--- src/rtl/hz_pkg.sv ---
`timescale 1ns/1ps
package hz_pkg;
  typedef enum logic [1:0] {
    CLS_PLAIN  = 2'd0,
    CLS_BRANCH = 2'd1,
    CLS_JREG   = 2'd2,
    CLS_SPARE  = 2'd3
  } id_cls_e;

  localparam int STG_EX   = 0;
  localparam int STG_MEM  = 1;
  localparam int NUM_LATE = 2;

  // Decides in decode, so it cannot take an execute-stage result.
  function automatic logic decides_in_id(id_cls_e c);
    return (c == CLS_BRANCH) || (c == CLS_JREG);
  endfunction

  // A register jump only consumes its first source.
  function automatic logic consumes_rt(id_cls_e c);
    return c != CLS_JREG;
  endfunction
endpackage

--- src/rtl/hz_dep_check.sv ---
`timescale 1ns/1ps
module hz_dep_check #(
  parameter int REG_AW = 5
) (
  input  logic [REG_AW-1:0] dst,
  input  logic              we,
  input  logic [REG_AW-1:0] rs,
  input  logic [REG_AW-1:0] rt,
  input  logic              rt_used,
  output logic              hit
);
  localparam logic [REG_AW-1:0] ZERO_REG = '0;

  function automatic logic same_live_reg(logic [REG_AW-1:0] a, logic [REG_AW-1:0] b);
    return (a == b) && (a != ZERO_REG);
  endfunction

  logic rs_hit;
  logic rt_hit;

  always_comb begin
    rs_hit = we && same_live_reg(dst, rs);
    rt_hit = we && rt_used && same_live_reg(dst, rt);
    hit    = rs_hit || rt_hit;
  end

  always_comb begin
    if (!we)
      p_no_hit_without_write_r6: assert (!hit);
    if (dst == ZERO_REG)
      p_zero_reg_never_hits_r6: assert (!hit);
    if (!rt_used && rs != dst)
      p_jump_ignores_rt_r8: assert (!hit);
  end
endmodule

--- src/rtl/hz_stall_ctrl.sv ---
`timescale 1ns/1ps
module hz_stall_ctrl
  import hz_pkg::*;
(
  input  id_cls_e cls,
  input  logic    ex_hit,
  input  logic    ex_load,
  input  logic    mem_hit,
  input  logic    mem_load,
  output logic    stall
);
  logic ctrl;
  logic ev_load_use;
  logic ev_ctrl_after_alu;
  logic ev_ctrl_after_load_mem;

  always_comb begin
    ctrl                   = decides_in_id(cls);
    ev_load_use            = ex_hit && ex_load;
    ev_ctrl_after_alu      = ctrl && ex_hit && !ex_load;
    ev_ctrl_after_load_mem = ctrl && mem_hit && mem_load;
    stall = ev_load_use || ev_ctrl_after_alu || ev_ctrl_after_load_mem;
  end

  always_comb begin
    if (!ctrl && !ex_hit)
      p_plain_needs_ex_match_r3: assert (!stall);
    if (!ex_hit && !mem_hit)
      p_no_match_no_stall_r2: assert (!stall);
    if (ctrl && ex_hit)
      p_ctrl_waits_on_ex_r4: assert (stall);
  end
endmodule

--- src/rtl/hz_stall_unit.sv ---
`timescale 1ns/1ps
module hz_stall_unit
  import hz_pkg::*;
#(
  parameter int REG_AW = 5
) (
  input  logic [1:0]        id_cls,
  input  logic [REG_AW-1:0] id_rs,
  input  logic [REG_AW-1:0] id_rt,
  input  logic [REG_AW-1:0] ex_dst,
  input  logic              ex_we,
  input  logic              ex_load,
  input  logic [REG_AW-1:0] mem_dst,
  input  logic              mem_we,
  input  logic              mem_load,
  output logic              pc_ifid_load_en,
  output logic              idex_clear
);
  id_cls_e            cls;
  logic [REG_AW-1:0]  late_dst [NUM_LATE];
  logic               late_we  [NUM_LATE];
  logic [NUM_LATE-1:0] late_hit;
  logic               stall;

  assign cls = id_cls_e'(id_cls);
  assign late_dst[STG_EX]  = ex_dst;
  assign late_dst[STG_MEM] = mem_dst;
  assign late_we[STG_EX]   = ex_we;
  assign late_we[STG_MEM]  = mem_we;

  for (genvar g = 0; g < NUM_LATE; g++) begin : g_stage
    hz_dep_check #(.REG_AW(REG_AW)) u_dep (
      .dst     (late_dst[g]),
      .we      (late_we[g]),
      .rs      (id_rs),
      .rt      (id_rt),
      .rt_used (consumes_rt(cls)),
      .hit     (late_hit[g])
    );
  end

  hz_stall_ctrl u_ctrl (
    .cls      (cls),
    .ex_hit   (late_hit[STG_EX]),
    .ex_load  (ex_load),
    .mem_hit  (late_hit[STG_MEM]),
    .mem_load (mem_load),
    .stall    (stall)
  );

  assign pc_ifid_load_en = !stall;
  assign idex_clear      = stall;

  always_comb begin
    if (!ex_we && !mem_we)
      p_idle_pipe_runs_r7: assert (pc_ifid_load_en && !idex_clear);
    if (ex_we && ex_load && ex_dst != '0 && id_rs == ex_dst)
      p_load_use_holds_r3: assert (!pc_ifid_load_en);
    if (decides_in_id(cls) && ex_we && !ex_load && ex_dst != '0 && id_rs == ex_dst)
      p_branch_alu_holds_r4: assert (!pc_ifid_load_en);
    if (decides_in_id(cls) && mem_we && mem_load && mem_dst != '0 && id_rs == mem_dst)
      p_branch_load_mem_holds_r5: assert (!pc_ifid_load_en);
    if (!ex_we && !mem_load)
      p_mem_alu_forwarded_r4: assert (pc_ifid_load_en);
  end
endmodule

--- config.mk ---
export PLATFORM = sky130hd
export DESIGN_NAME = hz_stall_unit
export DESIGN_NICKNAME = d
export VERILOG_FILES = /design/src/rtl/hz_pkg.sv /design/src/rtl/hz_dep_check.sv /design/src/rtl/hz_stall_ctrl.sv /design/src/rtl/hz_stall_unit.sv
export SDC_FILE = /design/constraint.sdc
export NUM_CORES = 1
export LEC_CHECK = 0
export BUFFER_PORTS_ARGS = -buffer_cell sky130_fd_sc_hd__buf_2
export CORE_AREA = 2 2 39 41
export DETAILED_ROUTE_END_ITERATION = 12
export DIE_AREA = 0 0 41 43
export PLACE_DENSITY = 0.56
export RECOVER_POWER = 25
export SYNTH_ARGS = -nofsm -noshare
export SYNTH_HDL_FRONTEND = slang
export SYNTH_SLANG_ARGS = --single-unit
--- constraint.sdc ---
create_clock -name vclk -period 3.45
set_clock_uncertainty 0.1 [all_clocks]
set_input_delay 0.5175 -clock vclk [all_inputs]
set_output_delay 0.5175 -clock vclk [all_outputs]
set_load 0.05 [all_outputs]
Word level (Yosys, flattened, before mapping)
Cells that the tools add are included.
W data, S select, Z words.

storage, ports and cells
  memories = 0
  latch bits = 0
  register bits = 0
  RAM bits = 0
  output and inout port bits = 2
  bits in read-only memories = 0

cells by class
  shift-type cells = 0
  mux-type cells = 0
  eq/ne operators = 7
  order comparisons = 0
  div/mod/pow operators = 0
  bitwise gates (word level) = 0
  add/sub/neg operators = 0
  reductions and logical operators = 24
  multiply operators = 0

operator list
  operator              count
  $eq A5 B5 Y1          4
  $logic_and A1 B1 Y1   15
  $reduce_bool A5 Y1    2
  $logic_or A1 B1 Y1    5
  $eq A2 B1 Y1 const B  1
  $eq A2 B2 Y1 const B  1
  $logic_not A1 Y1      2
  $ne A2 B2 Y1 const B  1

Logic depth before layout (Yosys ltp)
  depth in word-level cells = 9
  mapped depth = 5
  mapped depth without buffers = 5

Modules after synthesis
A second synthesis with hierarchy kept.

second synthesis, totals
  cells, all modules = 40
  area total of the unflattened synthesis = 297.8 um^2

modules (own cells, without submodules)
  module         times used  cells each  seq. area each (um^2)  area each (um^2)
  hz_dep_check   2           17          0.0                    132.6
  hz_stall_ctrl  1           4           0.0                    22.5
  hz_stall_unit  1           2           0.0                    10.0

Worst setup path before layout
Ideal clock, no wire load.

  path kind = input to output
  start point = input port id_cls[0]
  end point = output port idex_clear
  path slack = 0.956 ns
  required time = 2.832 ns
  data arrival time = 1.876 ns
  cell stages on the path = 4
  cell sequence = inv_1 -> ha_1 -> o32a_1 -> o22ai_1

between the ends
  word-level cells in the longest chain between the ends = 8
  elaborated cells on any way between the ends = 17

ends and longest elaborated chain
  element                           line                 source
  from (decl)                       hz_stall_unit.sv:7   input logic [1:0] id_cls,
  $ne A2 B2 Y1                      hz_pkg.sv:21         return c != CLS_JREG;
  $logic_and A1 B1 Y1 (2 in a row)  hz_dep_check.sv:23   rt_hit = we && rt_used && same_live_reg(dst, rt);
  $logic_or A1 B1 Y1                hz_dep_check.sv:24   hit = rs_hit || rt_hit;
  $logic_and A1 B1 Y1 (2 in a row)  hz_stall_ctrl.sv:20  ev_ctrl_after_alu = ctrl && ex_hit && !ex_load;
  $logic_or A1 B1 Y1                hz_stall_ctrl.sv:22  stall = ev_load_use || ev_ctrl_after_alu || ev_ctrl_after_load_mem;
  $logic_or A1 B1 Y1 *              hz_stall_ctrl.sv:22
  to (decl)                         hz_stall_unit.sv:17  output logic idex_clear

Mark *: on every way between the ends. The rest lies on a longest branch, timed or not.

Worst setup path in the final report
  start point = input port ex_dst[3]
  end point = output port idex_clear

between the ends
  word-level cells in the longest chain between the ends = 8
  elaborated cells on any way between the ends = 13

ends and longest elaborated chain
  element                                             line                                    source
  from (decl)                                         hz_stall_unit.sv:10                     input logic [REG_AW-1:0] ex_dst,
  $eq A5 B5 Y1 or $reduce_bool A5 Y1 (tied branches)  hz_dep_check.sv:15                      return (a == b) && (a != ZERO_REG);
  $logic_and A1 B1 Y1                                 hz_dep_check.sv:15
  $logic_and A1 B1 Y1 (on tied branches)              hz_dep_check.sv:22, hz_dep_check.sv:23
  $logic_or A1 B1 Y1 *                                hz_dep_check.sv:24
  $logic_and A1 B1 Y1 (2 in a row)                    hz_stall_ctrl.sv:20
  $logic_or A1 B1 Y1 * (2 in a row)                   hz_stall_ctrl.sv:22

Marks and branches as above.

==> results.md <==
* Height of the die at 43 um
* Io pins at 28
* Syn_area_per_cell at 7.902 um2
* Gate power share at 1.000
* Hold Vio Cnt, Final at 0
* M2 GR Usage at 0.1688
* Number of cells after detailed placement at 82
* Met1 Usage GRT at 0.1266
* Util after Layout at 0.3318
* FFs & Latches at 0
* Initial core utilization at 0.2170
* DRT Wirelength at 816 um
* Crit-path leading delay family: buffers and inverters
* ANT cells at 0
* WP data arrival at 1.94 ns
* Hold buffers post-CTS at 0
* Worst Tran Pin Value at 0.5984 ns
* DRT antenna net count at 0
* Worst path cell trace: buf_2, xnor2_1, nand4_1, o32a_1, o22ai_1, clkbuf_1
* MaxCap Viol Count at 0
* Setup TNS at 0 ns
* Fraction of layout cells with a size suffix above 1 at 0.4242
* Worst path max stage delay at 0.49 ns
* Period utilization at 0.7402
* Initial antenna violation count at 0
* PnR Total Power at 0.00005628 W
* Psw at 0.00002793 W
* Die width at 41 um
* Filler cells at 152
* Critical Path Start Type: input port
* Hold slack at 1.473 ns
* Area grow syn2layout at 52.92%
* Initial DRC Count at 6
* Vias at 371
* GPL Wtd Cong at 0.7310
* Vias in the first global route at 313
* Crit path max fanout at 3
* Netlist Area Pre-Place at 300.3 um2
* RSZ-0062 raised after global routing: false
* Nets at 95
* CP required at 2.83 ns
* Max-slew headroom at 0.6028
* Leakage at 0.2070 nW
* Synthesis Warnings at 0
* Number of clock buffers in the layout at 0
* Final Max Tran Viols at 0
* Area of the multi-input gates at 292.8 um2
* CP max stage cell: clkbuf_1
* DIE AREA at 1763 um2
* Highest clock rate at 391.6 MHz
* Post-CTS resize count at 0
* M3 GR Usage at 0.005236
* Drt first pass iters at 3
* Power density over the cells at 122.6 nW/um2
* Post-Syn Instances at 38
* Row count at 14
* Layer with the highest usage: met2
* Non-Filler Instances at 82
* Largest net degree at the start of global routing at 4
* WL/cell at 9.951 um
* Number of I/O port buffers at 28
* Status: completed
* Final Critical Period at 2.554 ns
* # setup viols final at 0
* Number of setup buffers added after CTS at 0
* Switch share at 0.4962
* Part of the power in the clock network at 0
* Average vias per placed instance at 4.524
* Core ar. at 1384 um2
* Maximum VDD drop at 0.04404 mV
* WP buf/inv at 2
* Register Area at 0 um2
* Total congestion overflow at 0
* Register area share after synthesis at 0
* Global Route Usage Sum at 0.09491
* Pint at 0.00002836 W
* CP Capture Type: output port
* DRC viols at 0
* Synth unique cells at 17
* Crit Path Class: input port to output port
* Hold WC Path Type: input port to output port
* Syn_nets at 65
* First-pass GRT wire length at 1.221 mm
* Flop pwr share at 0
-- cells in the final DEF, fill, tap and decap left out, drive strengths merged, types with 2 or more instances in the layout --
| master | instances |
|---|---|
| buf | 27 |
| xor2 | 11 |
| xnor2 | 9 |
| inv | 2 |
| nor2 | 2 |
| or4 | 2 |
-- cell families after synthesis --
| family | share of synthesized area |
|---|---|
| adders and majority gates | 0.04166 |
| buffers and inverters | 0.02501 |
| and+or+nand+nor | 0.1625 |
| AOI/OAI and AO/OA | 0.1875 |
| xor gates and xnor gates | 0.5833 |
-- metrics by stage --
| stage | instance area (um2) | setup WS [ns] |
|---|---|---|
| floorplan | 300.3 | 0.9565 |
| CTS | 460.4 | 1.023 |
| global route | 459.2 | 0.8304 |
| finish | 459.2 | 0.8963 |
| detailed placement | 460.4 | 1.023 |
| global placement | 460.4 | 1.032 |
-- path summary, 6_finish.rpt --
| kind | startpoint | to | slack [ns] | cells after the start |
|---|---|---|---|---|
| max | ex_dst[3] | idex_clear | 0.90 | 6 |
| min | mem_load | idex_clear | 1.47 | 4 |
-- power groups by stage --
stage / combinational [W] / sequential, W / clock (W)
6_report: 0.0000563 / 0 / 0
5_1_grt: 0.0000622 / 0 / 0
4_1_cts: 0.0000572 / 0 / 0
3_5_place_dp: 0.0000569 / 0 / 0
3_3_place_gp: 0.0000566 / 0 / 0
2_1_floorplan: 0.0000296 / 0 / 0
-- layout make-up --
| class | instances | area share |
|---|---|---|
| Inverter | 2 | 0.01635 |
| Multi-Input combinational cell | 36 | 0.6376 |
| Tap cell | 16 | 0.04360 |
| Timing Repair Buffer | 28 | 0.3025 |
-- metal layers --
metal	vias up	wire length, um
li1	196	-
met1	164	346
met2	11	414
met3	0	56
met4	0	0
met5	-	0
-- synthesized netlist by cell type --
cell       number  area (um2)
a22oi_1         1       7.510
ha_1            1       12.51
inv_1           2       7.510
nand2_1         1       3.750
nand3_1         1       5.000
nand4_1         1       6.260
nor2_1          2       7.510
nor3_1          1       5.000
nor4_1          1       6.260
o2111ai_2       1       15.01
o221ai_1        1       8.760
o22a_1          1       8.760
o22ai_1         1       6.260
o32a_1          1       10.01
or4_1           2       15.01
xnor2_1         9       78.83
xor2_1         11       96.34
Note: power is estimated with default switching activity, not from simulation.
